--- src/rtl/colgen_pkg.sv ---
package colgen_pkg;
  localparam int unsigned LEN_CODE_W   = 3;
  localparam int unsigned LEN_MAX_POW  = 3;
  localparam logic [LEN_CODE_W-1:0] LEN_CODE_PAGE = 3'b111;

  typedef struct packed {
    logic legal;
    logic page;
  } len_class_t;

  function automatic len_class_t classify_len(input logic [LEN_CODE_W-1:0] code,
                                              input logic ilv);
    len_class_t r;
    r.page  = (code == LEN_CODE_PAGE);
    r.legal = (code <= LEN_CODE_W'(LEN_MAX_POW)) || (r.page && !ilv);
    return r;
  endfunction
endpackage

--- src/rtl/colgen_decode.sv ---
module colgen_decode
  import colgen_pkg::*;
#(
  parameter int unsigned COL_W = 9
) (
  input  logic [LEN_CODE_W-1:0] len_code,
  input  logic                  ilv,
  output logic                  legal,
  output logic                  page,
  output logic [COL_W-1:0]      mask
);
  localparam logic [COL_W-1:0] ONE = COL_W'(1);

  len_class_t cls;
  logic [COL_W-1:0] pow_mask;

  always_comb begin
    cls      = classify_len(len_code, ilv);
    pow_mask = (ONE << len_code[1:0]) - ONE;
    legal    = cls.legal;
    page     = cls.page;
    mask     = cls.page ? '1 : pow_mask;
  end
endmodule

--- src/rtl/colgen_addr.sv ---
module colgen_addr #(
  parameter int unsigned COL_W = 9
) (
  input  logic [COL_W-1:0] base,
  input  logic [COL_W-1:0] beat,
  input  logic [COL_W-1:0] mask,
  input  logic             ilv,
  output logic [COL_W-1:0] col
);
  logic [COL_W-1:0] sum;

  always_comb sum = base + beat;

  for (genvar i = 0; i < COL_W; i++) begin : g_bit
    always_comb begin
      if (mask[i]) col[i] = ilv ? (base[i] ^ beat[i]) : sum[i];
      else         col[i] = base[i];
    end
  end
endmodule

--- src/rtl/colgen_sequencer.sv ---
module colgen_sequencer #(
  parameter int unsigned COL_W = 9
) (
  input  logic             clk,
  input  logic             rst_n,
  input  logic             start,
  input  logic             legal,
  input  logic             page,
  input  logic [COL_W-1:0] mask,
  input  logic             ilv,
  input  logic [COL_W-1:0] start_col,
  input  logic             stop,
  output logic             act,
  output logic             last,
  output logic [COL_W-1:0] base,
  output logic [COL_W-1:0] beat,
  output logic [COL_W-1:0] mask_q,
  output logic             ilv_q,
  output logic             err
);
  logic             act_q, act_d;
  logic             page_q;
  logic [COL_W-1:0] base_q;
  logic [COL_W-1:0] beat_q, beat_d;
  logic             err_q, err_d;
  logic             load_en;
  logic             beat_en;
  logic             last_c;

  always_comb begin
    last_c  = act_q && !page_q && (beat_q == mask_q);
    load_en = start && legal;
    err_d   = start && !legal;
    act_d   = act_q;
    beat_d  = beat_q;
    beat_en = 1'b0;
    if (load_en) begin
      act_d   = 1'b1;
      beat_d  = '0;
      beat_en = 1'b1;
    end else if (stop) begin
      act_d   = 1'b0;
    end else if (act_q) begin
      if (last_c) begin
        act_d = 1'b0;
      end else begin
        beat_d  = beat_q + COL_W'(1);
        beat_en = 1'b1;
      end
    end
  end

  always_ff @(posedge clk or negedge rst_n) begin
    if (!rst_n) begin
      act_q <= 1'b0;
      err_q <= 1'b0;
    end else begin
      act_q <= act_d;
      err_q <= err_d;
    end
  end

  always_ff @(posedge clk or negedge rst_n) begin
    if (!rst_n) begin
      beat_q <= '0;
    end else if (beat_en) begin
      beat_q <= beat_d;
    end
  end

  always_ff @(posedge clk or negedge rst_n) begin
    if (!rst_n) begin
      base_q <= '0;
      mask_q <= '0;
      page_q <= 1'b0;
      ilv_q  <= 1'b0;
    end else if (load_en) begin
      base_q <= start_col;
      mask_q <= mask;
      page_q <= page;
      ilv_q  <= ilv;
    end
  end

  assign act  = act_q;
  assign last = last_c;
  assign base = base_q;
  assign beat = beat_q;
  assign err  = err_q;


  last_ends_chk: assert property (@(posedge clk) disable iff (!rst_n)
    (last_c && !start) |=> !act_q);


  stop_ends_chk: assert property (@(posedge clk) disable iff (!rst_n)
    (stop && !start) |=> !act_q);


  err_pulse_chk: assert property (@(posedge clk) disable iff (!rst_n)
    (start && !legal) |=> err_q);


  reserved_idle_chk: assert property (@(posedge clk) disable iff (!rst_n)
    (start && !legal && !act_q) |=> !act_q);


  beat_advance_chk: assert property (@(posedge clk) disable iff (!rst_n)
    (act_q && !last_c && !start && !stop) |=> (act_q && beat_q != $past(beat_q)));
endmodule

--- src/rtl/sdram_burst_colgen.sv ---
module sdram_burst_colgen
  import colgen_pkg::*;
#(
  parameter int unsigned COL_W = 9
) (
  input  logic             clk,
  input  logic             rst_n,
  input  logic             start,
  input  logic [COL_W-1:0] start_col,
  input  logic [2:0]       len_code,
  input  logic             burst_ilv,
  input  logic             stop,
  output logic [COL_W-1:0] col,
  output logic             col_valid,
  output logic             col_last,
  output logic             cfg_err
);
  logic             dec_legal;
  logic             dec_page;
  logic [COL_W-1:0] dec_mask;
  logic             seq_act;
  logic             seq_last;
  logic [COL_W-1:0] seq_base;
  logic [COL_W-1:0] seq_beat;
  logic [COL_W-1:0] seq_mask;
  logic             seq_ilv;
  logic             seq_err;

  colgen_decode #(.COL_W(COL_W)) u_decode (
    .len_code (len_code),
    .ilv      (burst_ilv),
    .legal    (dec_legal),
    .page     (dec_page),
    .mask     (dec_mask)
  );

  colgen_sequencer #(.COL_W(COL_W)) u_seq (
    .clk       (clk),
    .rst_n     (rst_n),
    .start     (start),
    .legal     (dec_legal),
    .page      (dec_page),
    .mask      (dec_mask),
    .ilv       (burst_ilv),
    .start_col (start_col),
    .stop      (stop),
    .act       (seq_act),
    .last      (seq_last),
    .base      (seq_base),
    .beat      (seq_beat),
    .mask_q    (seq_mask),
    .ilv_q     (seq_ilv),
    .err       (seq_err)
  );

  colgen_addr #(.COL_W(COL_W)) u_addr (
    .base (seq_base),
    .beat (seq_beat),
    .mask (seq_mask),
    .ilv  (seq_ilv),
    .col  (col)
  );

  assign col_valid = seq_act;
  assign col_last  = seq_last;
  assign cfg_err   = seq_err;


  restart_col_chk: assert property (@(posedge clk) disable iff (!rst_n)
    (start && dec_legal) |=> (col_valid && col == $past(start_col)));


  upper_hold_chk: assert property (@(posedge clk) disable iff (!rst_n)
    (col_valid && !col_last && !start && !stop) |=>
      ((col & ~seq_mask) == ($past(col) & ~seq_mask)));
endmodule

--- config.mk ---
export PLATFORM = sky130hd
export DESIGN_NAME = sdram_burst_colgen
export DESIGN_NICKNAME = d
export VERILOG_FILES = /design/src/rtl/colgen_pkg.sv /design/src/rtl/colgen_decode.sv /design/src/rtl/colgen_addr.sv /design/src/rtl/colgen_sequencer.sv /design/src/rtl/sdram_burst_colgen.sv
export SDC_FILE = /design/constraint.sdc
export NUM_CORES = 1
export LEC_CHECK = 0
export ABC_AREA = 1
export BUFFER_PORTS_ARGS = -buffer_cell sky130_fd_sc_hd__buf_2
export CAP_MARGIN = 30
export CELL_PAD_IN_SITES_DETAIL_PLACEMENT = 0
export CELL_PAD_IN_SITES_GLOBAL_PLACEMENT = 1
export CORE_ASPECT_RATIO = 1.75
export CORE_MARGIN = 2
export CORE_UTILIZATION = 35
export DETAILED_ROUTE_END_ITERATION = 7
export PLACE_DENSITY_LB_ADDON = 0.1
export SLEW_MARGIN = 20
export SYNTH_ARGS = -nofsm -noshare
export SYNTH_HDL_FRONTEND = slang
export SYNTH_SLANG_ARGS = --single-unit
--- constraint.sdc ---
create_clock -name clk -period 4 [get_ports clk]
set_input_delay 0.2 -clock clk [delete_from_list [all_inputs] [get_ports clk]]
set_output_delay 0.2 -clock clk [all_outputs]
set_load 0.01 [all_outputs]
==> Flow_metrics.wiki <==
{| class="wikitable"
! Metric !! Value
|-
| Post-synth EDFFs || 0
|-
| Syn Nets || 324
|-
| Critical path start-end classification || flop to output pin
|-
| Count of maximum capacitance violations || 0
|-
| Worst hold slack || 0.110 ns
|-
| Overall via count from detail_route || 1882
|-
| Combined global-route utilization of all metal layers || 0.183
|-
| Count of buffers inserted at the top-level ports || 28
|-
| Final Hold Viols || 0
|-
| Power density normalized to cell area || 374 mW/mm^2
|-
| Gp weighted congestion || 0.853
|-
| Global-route wire length before repair || 8870 um
|-
| Final max-slew violation count || 0
|-
| Post-detailed-route via-to-cell ratio || 4.68
|-
| Final cell count without fillers || 402
|-
| Type of the tightest min-delay check || input pin to flop
|-
| CP top delay family || adder cells
|-
| Routed wire per std cell || 13.2 um
|-
| Num CTS Buffers || 5
|-
| Cell Area, Synth || 0.00205 sq mm
|-
| Die footprint || 0.00650 sq mm
|-
| Total cell area at the placement stage || 0.00224 sq mm
|-
| Critical path peak fanout || 5
|-
| GR Overflow Total || 0
|-
| Largest vdd supply drop || 0.000181 V
|-
| List of most frequent post-synthesis cells || sky130_fd_sc_hd__nand2_1 (118), sky130_fd_sc_hd__inv_1 (38), sky130_fd_sc_hd__dfrtp_1 (29)
|-
| Top-count cell post-synth || sky130_fd_sc_hd__nand2_1
|-
| Share of post-route cells with drive strength above 1 || 0.150
|-
| Number of antenna violations at the first check in global routing || 0
|-
| Row Count || 36
|-
| First-iteration detailed-routing DRC count || 62
|-
| Final core utilization || 0.424
|-
| Count of endpoints failing setup in the final report || 0
|-
| Vias in the first global route || 1906
|-
| Post-synth top area share || 0.355
|-
| Largest net degree at the start of global routing || 33
|-
| Average footprint of a synthesized cell || 6.91 sq um
|-
| List of cells traversed by the critical path || ha_1, fa_1, nand2_1, nand2_1, nand3_1, nand2_1, nand2_1, nand2_1, nand2_1, nand2_1, nand2_1, nand2_1, buf_2
|-
| Flip-flop and latch count after synthesis || 29
|-
| Starting density of the core || 0.366
|-
| Endpoint required time on the critical path || 3.80 ns
|-
| Unrepaired setup endpoints after global routing || no
|-
| # nets final || 353
|-
| Die Height || 105 um
|-
| Core region area || 0.00559 sq mm
|-
| Slowest stage cell on the critical path || sky130_fd_sc_hd__dfrtp_1
|-
| Kind of end point of the critical path || output pin
|-
| Kind of start point of the critical path || flop
|-
| Clock tree from TritonCTS || done
|-
| Unique cell type count in the Yosys netlist || 31
|-
| CTS Root Buffer Type || sky130_fd_sc_hd__clkbuf_8
|-
| Inst Count DP || 393
|-
| Data arrival time of the critical path || 2.04 ns
|-
| Sink Count || 29
|-
| Share of async-settable or async-resettable flops after synthesis || 1.00
|-
| Most frequently used flop master after synthesis || sky130_fd_sc_hd__dfrtp_1
|-
| Clock transition at the registers of the reported paths || 0.07 ns
|-
| Antenna viol nets, final || 0
|-
| Detailed-placement wirelength estimate || 4000 um
|-
| Max-slew headroom || 0.536
|-
| Status || finished, final reports clean
|-
| N_diodes || 0
|-
| Final Instance Area || 0.00237 sq mm
|-
| Top cells by area, synth || sky130_fd_sc_hd__dfrtp_1 (35%), sky130_fd_sc_hd__nand2_1 (22%), sky130_fd_sc_hd__inv_1 (7.0%), sky130_fd_sc_hd__ha_1 (6.1%), sky130_fd_sc_hd__nand3_1 (5.9%)
|-
| Warnings, synthesis || 0
|-
| Number of iterations in the first detailed-routing pass || 4
|-
| Tightest Pin Transition || 0.696 ns
|-
| DIE WIDTH || 61.8 um
|-
| Timing-limited maximum frequency || 446 MHz
|-
| Portion of the post-synthesis area used by sequential elements || 0.355
|-
| Delay of the slowest cell on the worst path || 0.43 ns
|-
| Leakage component of the power || 1.38 nW
|-
| Worst clock skew on the final layout || 0.00212 ns
|-
| Clock latency on the worst-skew pair || 0.28 ns
|-
| Post-route fraction of the period consumed by the critical path || 0.560
|-
| CP dominant cell by count || sky130_fd_sc_hd__nand2_1
|-
| Routed wire length || 5300 um
|-
| Worst path bufs/invs || 1
|-
| Number of placed I/O pins || 29
|-
| Synth Instances || 296
|-
| DR DRC count || 0
|-
| H-Tree Depth || 2
|-
| Worst-case clock buffer depth || 2
|-
| Final setup TNS || 0 ns
|-
| Area growth from synthesis to final layout || 15.7%
|-
| Crit path time final || 2.24 ns
|-
| Largest area contributor in the synthesized netlist || sky130_fd_sc_hd__dfrtp_1
|}
## state kept, by name (all words and copies together) (netlist names)
name,cells
u_seq.beat,9
u_seq.err,1
u_seq.page_q,1
u_seq.mask_q,7
u_seq.ilv_q,1
u_seq.base,9
u_seq.act,1
## worst reg2reg max path: cells and delay by family, from the launching register on
family | cells | cell delay, ns
simple gates | 8 | 0.98
flops | 1 | 0.48
buf+inv | 2 | 0.18
## worst paths after layout
kind	slack, ns	cells past startpoint	to	startpoint
min in group asynchronous	0.51	2	u_seq.err$_DFF_PN0_	rst_n
worst max-delay path	1.76	13	col[8]	u_seq.beat[0]$_DFFE_PN0P_
max in group asynchronous	3.04	2	u_seq.base[5]$_DFFE_PN0N_	rst_n
worst min-delay path	0.11	3	u_seq.base[8]$_DFFE_PN0N_	start_col[8]
worst min register to register	0.52	2	u_seq.base[7]$_DFFE_PN0N_	u_seq.base[7]$_DFFE_PN0N_
worst max register to register	2.31	10	u_seq.beat[4]$_DFFE_PN0P_	u_seq.mask_q[6]$_DFFE_PN0N_
## timing repair
item                                   CTS  global route
endpoints found under the hold margin   29             0
hold buffers                             1             0
resized for setup                        0             0
setup buffers                            0             0
## per-layer routing
layer | GRT usage | part of all wire | wire, um
met2 | 0.318 | 0.53 | 2800
met4 | 0.0684 | 0.023 | 121
met3 | 0.0285 | 0.020 | 107
met1 | 0.215 | 0.43 | 2280
met5 | 0 | 0 | 0
## cells by family after synthesis
family	Yosys count	share of synthesized area
compound gates	22	0.0618
xor+xnor	8	0.0343
flops	29	0.355
buf+inv	50	0.101
simple gates	176	0.377
fa+ha+maj	11	0.0709
## power breakdown
part           internal [W]  switching, W  total (W)  leakage, nW
clock network      0.000203      0.000114   0.000317       0.0585
logic             0.0000801      0.000131   0.000211        0.948
registers          0.000322     0.0000348   0.000357        0.376
## area by class of cell
cell class	count	area, sq um
tap	76	95.1
inverter	42	158
sequential	29	726
clock buffer	7	86.3
timing repair buffer	30	158
clock inverter	1	30.0
fill	625	3220
multi-input combinational	217	1110
## cell usage in the layout, fill, tap and decap left out, drive strengths merged
| cell type | instances |
|---|---|
| buf | 29 |
| o31ai | 1 |
| a21oi | 5 |
| nand3b | 1 |
| xor2 | 8 |
| nand2 | 120 |
| fa | 1 |
| o21bai | 1 |
| nand4 | 15 |
| inv | 41 |
| dfrtp | 29 |
| o21a | 1 |
| o21ai | 12 |
| nor2 | 11 |
| clkinv | 1 |
| dlygate4sd3 | 1 |
| nor3 | 2 |
| ha | 10 |
| clkbuf | 7 |
| o211ai | 2 |
| or2 | 2 |
| bufinv | 1 |
| nand3 | 25 |
## stage by stage
| stage | total power (W) | worst slack [ns] |
|---|---|---|
| 3_5_place_dp | 0.000577 | 2.05 |
| 5_1_grt | 0.000951 | 1.55 |
| 2_1_floorplan | 0.000497 | 2.19 |
| 3_3_place_gp | 0.000577 | 2.06 |
| 4_1_cts | 0.000903 | 1.74 |
| 6_report | 0.000885 | 1.76 |
No activity file was read; power rests on OpenSTA's default activity.
